--- src/rtl/keyload_pkg.sv ---
package keyload_pkg;
  typedef enum logic [1:0] {
    FLD_KEY  = 2'd0,
    FLD_IV   = 2'd1,
    FLD_SALT = 2'd2,
    FLD_CNT  = 2'd3
  } fld_e;

  localparam int unsigned CTRL_W   = 16;
  localparam int unsigned WRAP_BIT = 15;
  localparam int unsigned TDES_BIT = 14;
  localparam int unsigned ACT_BIT  = 0;
  localparam int unsigned NCTX     = 2;
endpackage

--- src/rtl/keyctx_bank.sv ---
module keyctx_bank
  import keyload_pkg::*;
#(
  parameter int unsigned BLK_W = 64,
  parameter int unsigned KEY_W = 3 * BLK_W,
  parameter int unsigned CNT_W = 32
) (
  input  logic             clk_i,
  input  logic             rst_ni,
  input  logic             key_we_i,
  input  logic             key_tdes_i,
  input  logic             fld_we_i,
  input  logic             ctx_i,
  input  logic [1:0]       fld_i,
  input  logic [KEY_W-1:0] data_i,
  input  logic             commit_i,
  input  logic             commit_ctx_i,
  input  logic [KEY_W-1:0] commit_key_i,
  input  logic             act_ctx_i,
  input  logic             sel_ctx_i,
  output logic [KEY_W-1:0] act_key_o,
  output logic [BLK_W-1:0] act_iv_o,
  output logic [CNT_W-1:0] act_cnt_o,
  output logic [KEY_W-1:0] sel_key_o,
  output logic [BLK_W-1:0] sel_salt_o,
  output logic             sel_tdes_o
);
  logic [KEY_W-1:0] key_q  [NCTX];
  logic [BLK_W-1:0] iv_q   [NCTX];
  logic [BLK_W-1:0] salt_q [NCTX];
  logic [CNT_W-1:0] cnt_q  [NCTX];
  logic             tdes_q [NCTX];

  for (genvar c = 0; c < NCTX; c++) begin : g_ctx
    always_ff @(posedge clk_i or negedge rst_ni) begin
      if (!rst_ni) begin
        key_q[c]  <= '0;
        iv_q[c]   <= '0;
        salt_q[c] <= '0;
        cnt_q[c]  <= '0;
        tdes_q[c] <= 1'b0;
      end else begin
        // a fresh key write wins over a commit in the same cycle
        if (key_we_i && ctx_i == c[0]) begin
          key_q[c]  <= data_i;
          tdes_q[c] <= key_tdes_i;
        end else if (commit_i && commit_ctx_i == c[0]) begin
          key_q[c] <= commit_key_i;
        end
        if (fld_we_i && ctx_i == c[0]) begin
          unique case (fld_i)
            FLD_IV:   iv_q[c]   <= data_i[BLK_W-1:0];
            FLD_SALT: salt_q[c] <= data_i[BLK_W-1:0];
            FLD_CNT:  cnt_q[c]  <= data_i[CNT_W-1:0];
            default:  ;
          endcase
        end
      end
    end
  end

  assign act_key_o  = key_q[act_ctx_i];
  assign act_iv_o   = iv_q[act_ctx_i];
  assign act_cnt_o  = cnt_q[act_ctx_i];
  assign sel_key_o  = key_q[sel_ctx_i];
  assign sel_salt_o = salt_q[sel_ctx_i];
  assign sel_tdes_o = tdes_q[sel_ctx_i];
endmodule

--- src/rtl/unwrap_seq.sv ---
module unwrap_seq #(
  parameter int unsigned BLK_W = 64,
  parameter int unsigned NBLK  = 3,
  parameter int unsigned KEY_W = NBLK * BLK_W
) (
  input  logic             clk_i,
  input  logic             rst_ni,
  input  logic             start_i,
  input  logic             tdes_i,
  input  logic [KEY_W-1:0] cipher_i,
  input  logic [BLK_W-1:0] salt_i,
  output logic             des_req_o,
  output logic             des_tdes_o,
  output logic [BLK_W-1:0] des_blk_o,
  input  logic             des_done_i,
  input  logic [BLK_W-1:0] des_blk_i,
  output logic             fin_o,
  output logic [KEY_W-1:0] plain_o
);
  localparam int unsigned IDX_W = $clog2(NBLK);

  typedef enum logic [1:0] {S_IDLE, S_ISSUE, S_WAIT} st_e;
  st_e              st_q;
  logic [IDX_W-1:0] idx_q, last_q;
  logic [KEY_W-1:0] cipher_q, plain_q;
  logic [BLK_W-1:0] prev_q;
  logic             tdes_q, fin_q;

  always_ff @(posedge clk_i or negedge rst_ni) begin
    if (!rst_ni) begin
      st_q     <= S_IDLE;
      idx_q    <= '0;
      last_q   <= '0;
      cipher_q <= '0;
      plain_q  <= '0;
      prev_q   <= '0;
      tdes_q   <= 1'b0;
      fin_q    <= 1'b0;
    end else begin
      fin_q <= 1'b0;
      unique case (st_q)
        S_IDLE: if (start_i) begin
          cipher_q <= cipher_i;
          prev_q   <= salt_i;
          plain_q  <= '0;
          tdes_q   <= tdes_i;
          idx_q    <= '0;
          last_q   <= tdes_i ? IDX_W'(NBLK - 1) : '0;
          st_q     <= S_ISSUE;
        end
        S_ISSUE: st_q <= S_WAIT;
        S_WAIT: if (des_done_i) begin
          plain_q[idx_q*BLK_W +: BLK_W] <= des_blk_i ^ prev_q;
          prev_q <= cipher_q[idx_q*BLK_W +: BLK_W];
          if (idx_q == last_q) begin
            fin_q <= 1'b1;
            st_q  <= S_IDLE;
          end else begin
            idx_q <= idx_q + 1'b1;
            st_q  <= S_ISSUE;
          end
        end
        default: st_q <= S_IDLE;
      endcase
    end
  end

  assign des_req_o  = (st_q == S_ISSUE);
  assign des_tdes_o = tdes_q;
  assign des_blk_o  = cipher_q[idx_q*BLK_W +: BLK_W];
  assign fin_o      = fin_q;
  assign plain_o    = plain_q;
endmodule

--- src/rtl/keyload_ctrl.sv ---
module keyload_ctrl
  import keyload_pkg::*;
#(
  parameter int unsigned BLK_W = 64,
  parameter int unsigned NBLK  = 3,
  parameter int unsigned CNT_W = 32,
  localparam int unsigned KEY_W = NBLK * BLK_W
) (
  input  logic              clk_i,
  input  logic              rst_ni,
  input  logic              allow_plain_i,
  input  logic              ctrl_we_i,
  input  logic [CTRL_W-1:0] ctrl_i,
  input  logic              wr_en_i,
  input  logic              wr_ctx_i,
  input  logic [1:0]        wr_fld_i,
  input  logic [KEY_W-1:0]  wr_data_i,
  input  logic              kek_we_i,
  input  logic              data_pend_i,
  input  logic              des_done_i,
  input  logic [BLK_W-1:0]  des_blk_i,
  output logic              des_req_o,
  output logic              des_tdes_o,
  output logic [BLK_W-1:0]  des_blk_o,
  output logic [KEY_W-1:0]  des_kek_o,
  output logic [NCTX-1:0]   key_rdy_o,
  output logic              err_o,
  output logic              proc_en_o,
  output logic [KEY_W-1:0]  act_key_o,
  output logic [BLK_W-1:0]  act_iv_o,
  output logic [CNT_W-1:0]  act_cnt_o
);
  logic              wrap_q, tdes_q, act_q;
  logic [KEY_W-1:0]  kek_q;
  logic [NCTX-1:0]   rdy_q, pend_q;
  logic              busy_q, cur_q, stale_q, err_q;

  logic              key_wr, accept, start, start_ctx, hit_cur, fin, commit;
  logic [KEY_W-1:0]  sel_key, plain;
  logic [BLK_W-1:0]  sel_salt;
  logic              sel_tdes;

  assign key_wr    = wr_en_i && (wr_fld_i == FLD_KEY);
  assign accept    = key_wr && (wrap_q || allow_plain_i);
  assign start     = !busy_q && (|pend_q);
  assign start_ctx = pend_q[0] ? 1'b0 : 1'b1;
  // a key write landing on the slot being unwrapped makes that result stale
  assign hit_cur   = accept && ((busy_q && cur_q == wr_ctx_i) ||
                                (start && start_ctx == wr_ctx_i));
  assign commit    = fin && !stale_q && !hit_cur;

  always_ff @(posedge clk_i or negedge rst_ni) begin
    if (!rst_ni) begin
      wrap_q <= 1'b0;
      tdes_q <= 1'b0;
      act_q  <= 1'b0;
      kek_q  <= '0;
    end else begin
      if (ctrl_we_i) begin
        wrap_q <= ctrl_i[WRAP_BIT];
        tdes_q <= ctrl_i[TDES_BIT];
        act_q  <= ctrl_i[ACT_BIT];
      end
      if (kek_we_i) kek_q <= wr_data_i;
    end
  end

  always_ff @(posedge clk_i or negedge rst_ni) begin
    if (!rst_ni) begin
      rdy_q   <= '0;
      pend_q  <= '0;
      busy_q  <= 1'b0;
      cur_q   <= 1'b0;
      stale_q <= 1'b0;
      err_q   <= 1'b0;
    end else begin
      if (start) begin
        busy_q            <= 1'b1;
        cur_q             <= start_ctx;
        pend_q[start_ctx] <= 1'b0;
        stale_q           <= 1'b0;
      end
      if (fin) begin
        busy_q <= 1'b0;
        if (commit) rdy_q[cur_q] <= 1'b1;
      end
      if (hit_cur) stale_q <= 1'b1;
      if (accept) begin
        pend_q[wr_ctx_i] <= wrap_q;
        rdy_q[wr_ctx_i]  <= !wrap_q;
      end
      if (key_wr && !accept) err_q <= 1'b1;
    end
  end

  keyctx_bank #(.BLK_W(BLK_W), .KEY_W(KEY_W), .CNT_W(CNT_W)) u_bank (
    .clk_i        (clk_i),
    .rst_ni       (rst_ni),
    .key_we_i     (accept),
    .key_tdes_i   (tdes_q),
    .fld_we_i     (wr_en_i && !key_wr),
    .ctx_i        (wr_ctx_i),
    .fld_i        (wr_fld_i),
    .data_i       (wr_data_i),
    .commit_i     (commit),
    .commit_ctx_i (cur_q),
    .commit_key_i (plain),
    .act_ctx_i    (act_q),
    .sel_ctx_i    (start_ctx),
    .act_key_o    (act_key_o),
    .act_iv_o     (act_iv_o),
    .act_cnt_o    (act_cnt_o),
    .sel_key_o    (sel_key),
    .sel_salt_o   (sel_salt),
    .sel_tdes_o   (sel_tdes)
  );

  unwrap_seq #(.BLK_W(BLK_W), .NBLK(NBLK), .KEY_W(KEY_W)) u_seq (
    .clk_i      (clk_i),
    .rst_ni     (rst_ni),
    .start_i    (start),
    .tdes_i     (sel_tdes),
    .cipher_i   (sel_key),
    .salt_i     (sel_salt),
    .des_req_o  (des_req_o),
    .des_tdes_o (des_tdes_o),
    .des_blk_o  (des_blk_o),
    .des_done_i (des_done_i),
    .des_blk_i  (des_blk_i),
    .fin_o      (fin),
    .plain_o    (plain)
  );

  assign des_kek_o = kek_q;
  assign key_rdy_o = rdy_q;
  assign err_o     = err_q;
  assign proc_en_o = data_pend_i && rdy_q[act_q];
endmodule

--- config.mk ---
export PLATFORM = sky130hd
export DESIGN_NAME = keyload_ctrl
export DESIGN_NICKNAME = d
export VERILOG_FILES = /design/src/rtl/keyload_pkg.sv /design/src/rtl/keyctx_bank.sv /design/src/rtl/unwrap_seq.sv /design/src/rtl/keyload_ctrl.sv
export SDC_FILE = /design/constraint.sdc
export NUM_CORES = 2
export LEC_CHECK = 0
export BUFFER_PORTS_ARGS = -buffer_cell sky130_fd_sc_hd__buf_2
export CAP_MARGIN = 20
export CORE_ASPECT_RATIO = 2
export CORE_MARGIN = 2
export CORE_UTILIZATION = 57
export CTS_CLUSTER_DIAMETER = 100
export DETAILED_ROUTE_END_ITERATION = 16
export HOLD_SLACK_MARGIN = 0.12
export PLACE_DENSITY = 0.79
export SLEW_MARGIN = 0
export SYNTH_ARGS = -nofsm -noshare
export SYNTH_HDL_FRONTEND = slang
export SYNTH_SLANG_ARGS = --single-unit
export TNS_END_PERCENT = 30
--- constraint.sdc ---
create_clock -name clk_i -period 4 [get_ports clk_i]
set_clock_uncertainty 0.05 [all_clocks]
set_input_delay 0 -clock clk_i [delete_from_list [all_inputs] [get_ports clk_i]]
set_output_delay 0 -clock clk_i [all_outputs]
set_load 0.02 [all_outputs]
==> summary.md <==
| Metric | Value |
|---|---|
| Status | `finished, final reports clean` |
| Via Count | `50930` |
| Placed Area | `0.06737 mm^2` |
| Vias in the first global route | `52670` |
| Slew headroom | `18.32%` |
| FF/Latch Area | `0.03412 mm^2` |
| Drt pass-1 iters | `6` |
| Peak Freq | `301.3 MHz` |
| Yosys Warn Count | `0` |
| IO Count | `833` |
| Sequential fraction of the synthesis area | `55.09%` |
| Share of the synthesized area in the top cell type | `55.09%` |
| Max-Cap Viols | `0` |
| Cells after synthesis | `4937` |
| GR Util All Layers | `41.01%` |
| Clk pwr share | `21.0%` |
| # nets final | `6337` |
| Die X | `237.0 um` |
| Area grow syn2layout | `23.29%` |
| Final wirelength | `231.3 mm` |
| Hold_buf cts | `507` |
| Min cycle time layout | `3.319 ns` |
| GP Congestion | `0.8626` |
| Post-synth EDFFs | `0` |
| Synth area leaders | `dfrtp_1, mux2_2, o221a_2` |
| Leakage | `32.77 nW` |
| CP Capture Type | `output port` |
| Final setup viols | `0` |
| Switch share | `38.95%` |
| Grt ovf | `0` |
| Clk root buf | `clkbuf_16` |
| Synth cell count leaders | `dfrtp_1, mux2_2, o21ai_0` |
| Die area | `0.1114 mm^2` |
| Post CTS Setup Buffer Count | `0` |
| Psw | `21.62 mW` |
| Post-DRT Antenna Nets | `0` |
| Footprint of the multi-input gates | `0.02603 mm^2` |
| Worst Max-Slew Pin Slew | `1.225 ns` |
| Seq cells post-synth | `1363` |
| Power Internal | `33.88 mW` |
| Detail Placement HPWL | `137.2 mm` |
| # DRC | `0` |
| Final Cell Area | `0.07633 mm^2` |
| Num CTS Buffers | `113` |
| H-Tree Level Count | `3` |
| Data required time at the worst endpoint | `3.95 ns` |
| CP Max Fanout | `29` |
| Power per Cell Area | `727.0 mW/mm^2` |
| Share of the cycle needed by the critical path after routing | `82.96%` |
| Worst-path clk slew | `0.07 ns` |
| Fill cells | `6948` |
| Mapped cell area | `0.06191 mm^2` |
| Detailed Route Iter0 Violations | `5793` |
| Final hold violation count | `0` |
| Synth cell types | `44` |
| Worst Hold Class | `in2reg` |
| Initial core utilization | `57.30%` |
| Syn avg cell area | `12.54 um^2` |
| Die Span Y | `470.1 um` |
| Post-layout util | `70.65%` |
| Core region area | `0.1080 mm^2` |
| IO Port Bufs | `819` |
| Cts repair resizes | `0` |
| Core Rows | `171` |
| Layout cells sized above 1 | `37.52%` |
| Initial antenna violation count | `35` |
| RSZ-0062 raised after global routing | `false` |
| First-pass GRT wire length | `343.2 mm` |
| WL/cell | `30.63 um` |
| Slew Limit Fails | `0` |
| Vias per cell | `6.745` |
| Worst-Skew Late Latency | `0.75 ns` |
| VDD IR-drop max | `663.7 uV` |
| Clk sinks | `1363` |
| Largest net degree at the start of global routing | `170` |
| Clk buf depth | `3` |
| Most frequent cell after synthesis | `dfrtp_1` |
| Power share of the combinational group | `38.8%` |
| Mapped Nets | `5223` |
| Crit start category | `register` |
| Final setup TNS | `0 ns` |
| Main synth FF type | `dfrtp_1` |
| WS Path Type | `reg2out` |
| WP data arrival | `3.27 ns` |
| Async SR Flop Fraction | `100.0%` |
| Seq pwr share | `40.2%` |
| Yosys top cell by area | `dfrtp_1` |
| CTS tree | `done` |
## cell families (layout without fill, tap and decap cells)
| family | Yosys count | in the layout | synth area share (%) |
|---|---|---|---|
| other cells | 0 | 22 | 0 |
| simple gates | 760 | 760 | 6.370 |
| mux | 1128 | 1128 | 19.86 |
| fa+ha+maj | 3 | 3 | 0.06063 |
| buf+inv | 445 | 1652 | 3.108 |
| compound gates | 1172 | 1172 | 14.58 |
| xor+xnor | 66 | 66 | 0.9337 |
| flops | 1363 | 1363 | 55.09 |
## worst max-delay path, cell delays in order, from the launching register on
cell and delay, ns:
dfrtp_4 0.42, buf_4 0.39, nor2b_4 0.47, buf_4 0.57, o2bb2ai_1 0.37, buf_2 0.28
## path summary, 6_finish.rpt
check,slack [ns],cells past startpoint,end,from
hold reg to reg,0.41,1,busy_q,u_seq.fin_o
min in group asynchronous,0.65,4,des_kek_o[70],rst_ni
setup reg to reg,0.94,7,u_seq.plain_o[88],u_seq.idx_q[0]
max in group asynchronous,2.43,4,u_seq.idx_q[1],rst_ni
hold / removal,0.15,4,u_bank.key_q[329],wr_data_i[137]
setup / recovery,0.68,5,des_blk_o[43],u_seq.idx_q[1]
## sequential cells by signal, indices dropped and copies added (netlist names), 2 cells and up
register and count:
u_seq.cipher_q 192, u_seq.idx_q 2, u_bank.salt_q 128, u_bank.key_q 384, u_bank.iv_q 128, u_seq.st_q 2
u_bank.tdes_q 2, key_rdy_o 2, pend_q 2, u_seq.prev_q 64, u_bank.cnt_q 64, u_seq.plain_o 192
des_kek_o 192
## power groups by stage
| stage | sequential (mW) | clock, mW | combinational, mW |
|---|---|---|---|
| global placement | 21.7 | 0 | 19.7 |
| CTS | 21.9 | 11.7 | 20.9 |
| detailed placement | 22.1 | 0 | 20.3 |
| floorplan | 21.2 | 0 | 13.5 |
| global route | 22.7 | 12.2 | 22.6 |
| finish | 22.3 | 11.7 | 21.5 |
## cell usage in the layout (no fill, tap or decap), types with 192 or more instances in the layout
cell type and n:
buf_2 817, dlygate4sd3_1 506, mux2i_1 324, o21ai_0 516, o31ai_1 194, nand2_1 331
mux2_2 804, or3_1 192, o221a_2 353, dfrtp_1 1359
## metrics by stage
stage	cells	power (mW)	hold WS (ns)	worst slack [ns]
3_5_place_dp	6813	42.42	0.02219	1.049
2_1_floorplan	4937	34.70	-0.3456	1.399
4_1_cts	7528	54.50	0.1201	0.6128
6_report	7550	55.50	0.1488	0.6815
3_3_place_gp	6813	41.44	0.04372	1.055
5_1_grt	7540	57.53	0.1584	0.6672
## metal layers
metal	vias up	wire length, um	global-route usage, %
li1	20510	-	-
met2	3896	103300	62.72
met1	25640	82820	50.69
met5	-	141	0
met3	864	29960	13.63
met4	22	15060	24.43
## layout make-up
cell class / count / area share (%)
antenna: 22 / 0.07212
clock buffer: 168 / 4.437
clock inverter: 40 / 0.5639
inverter: 3 / 0.01475
multi-input combinational: 3129 / 34.10
sequential: 1363 / 44.70
tap: 1384 / 2.269
timing repair buffer: 1441 / 13.84
Note: power is estimated with default switching activity, not from simulation.
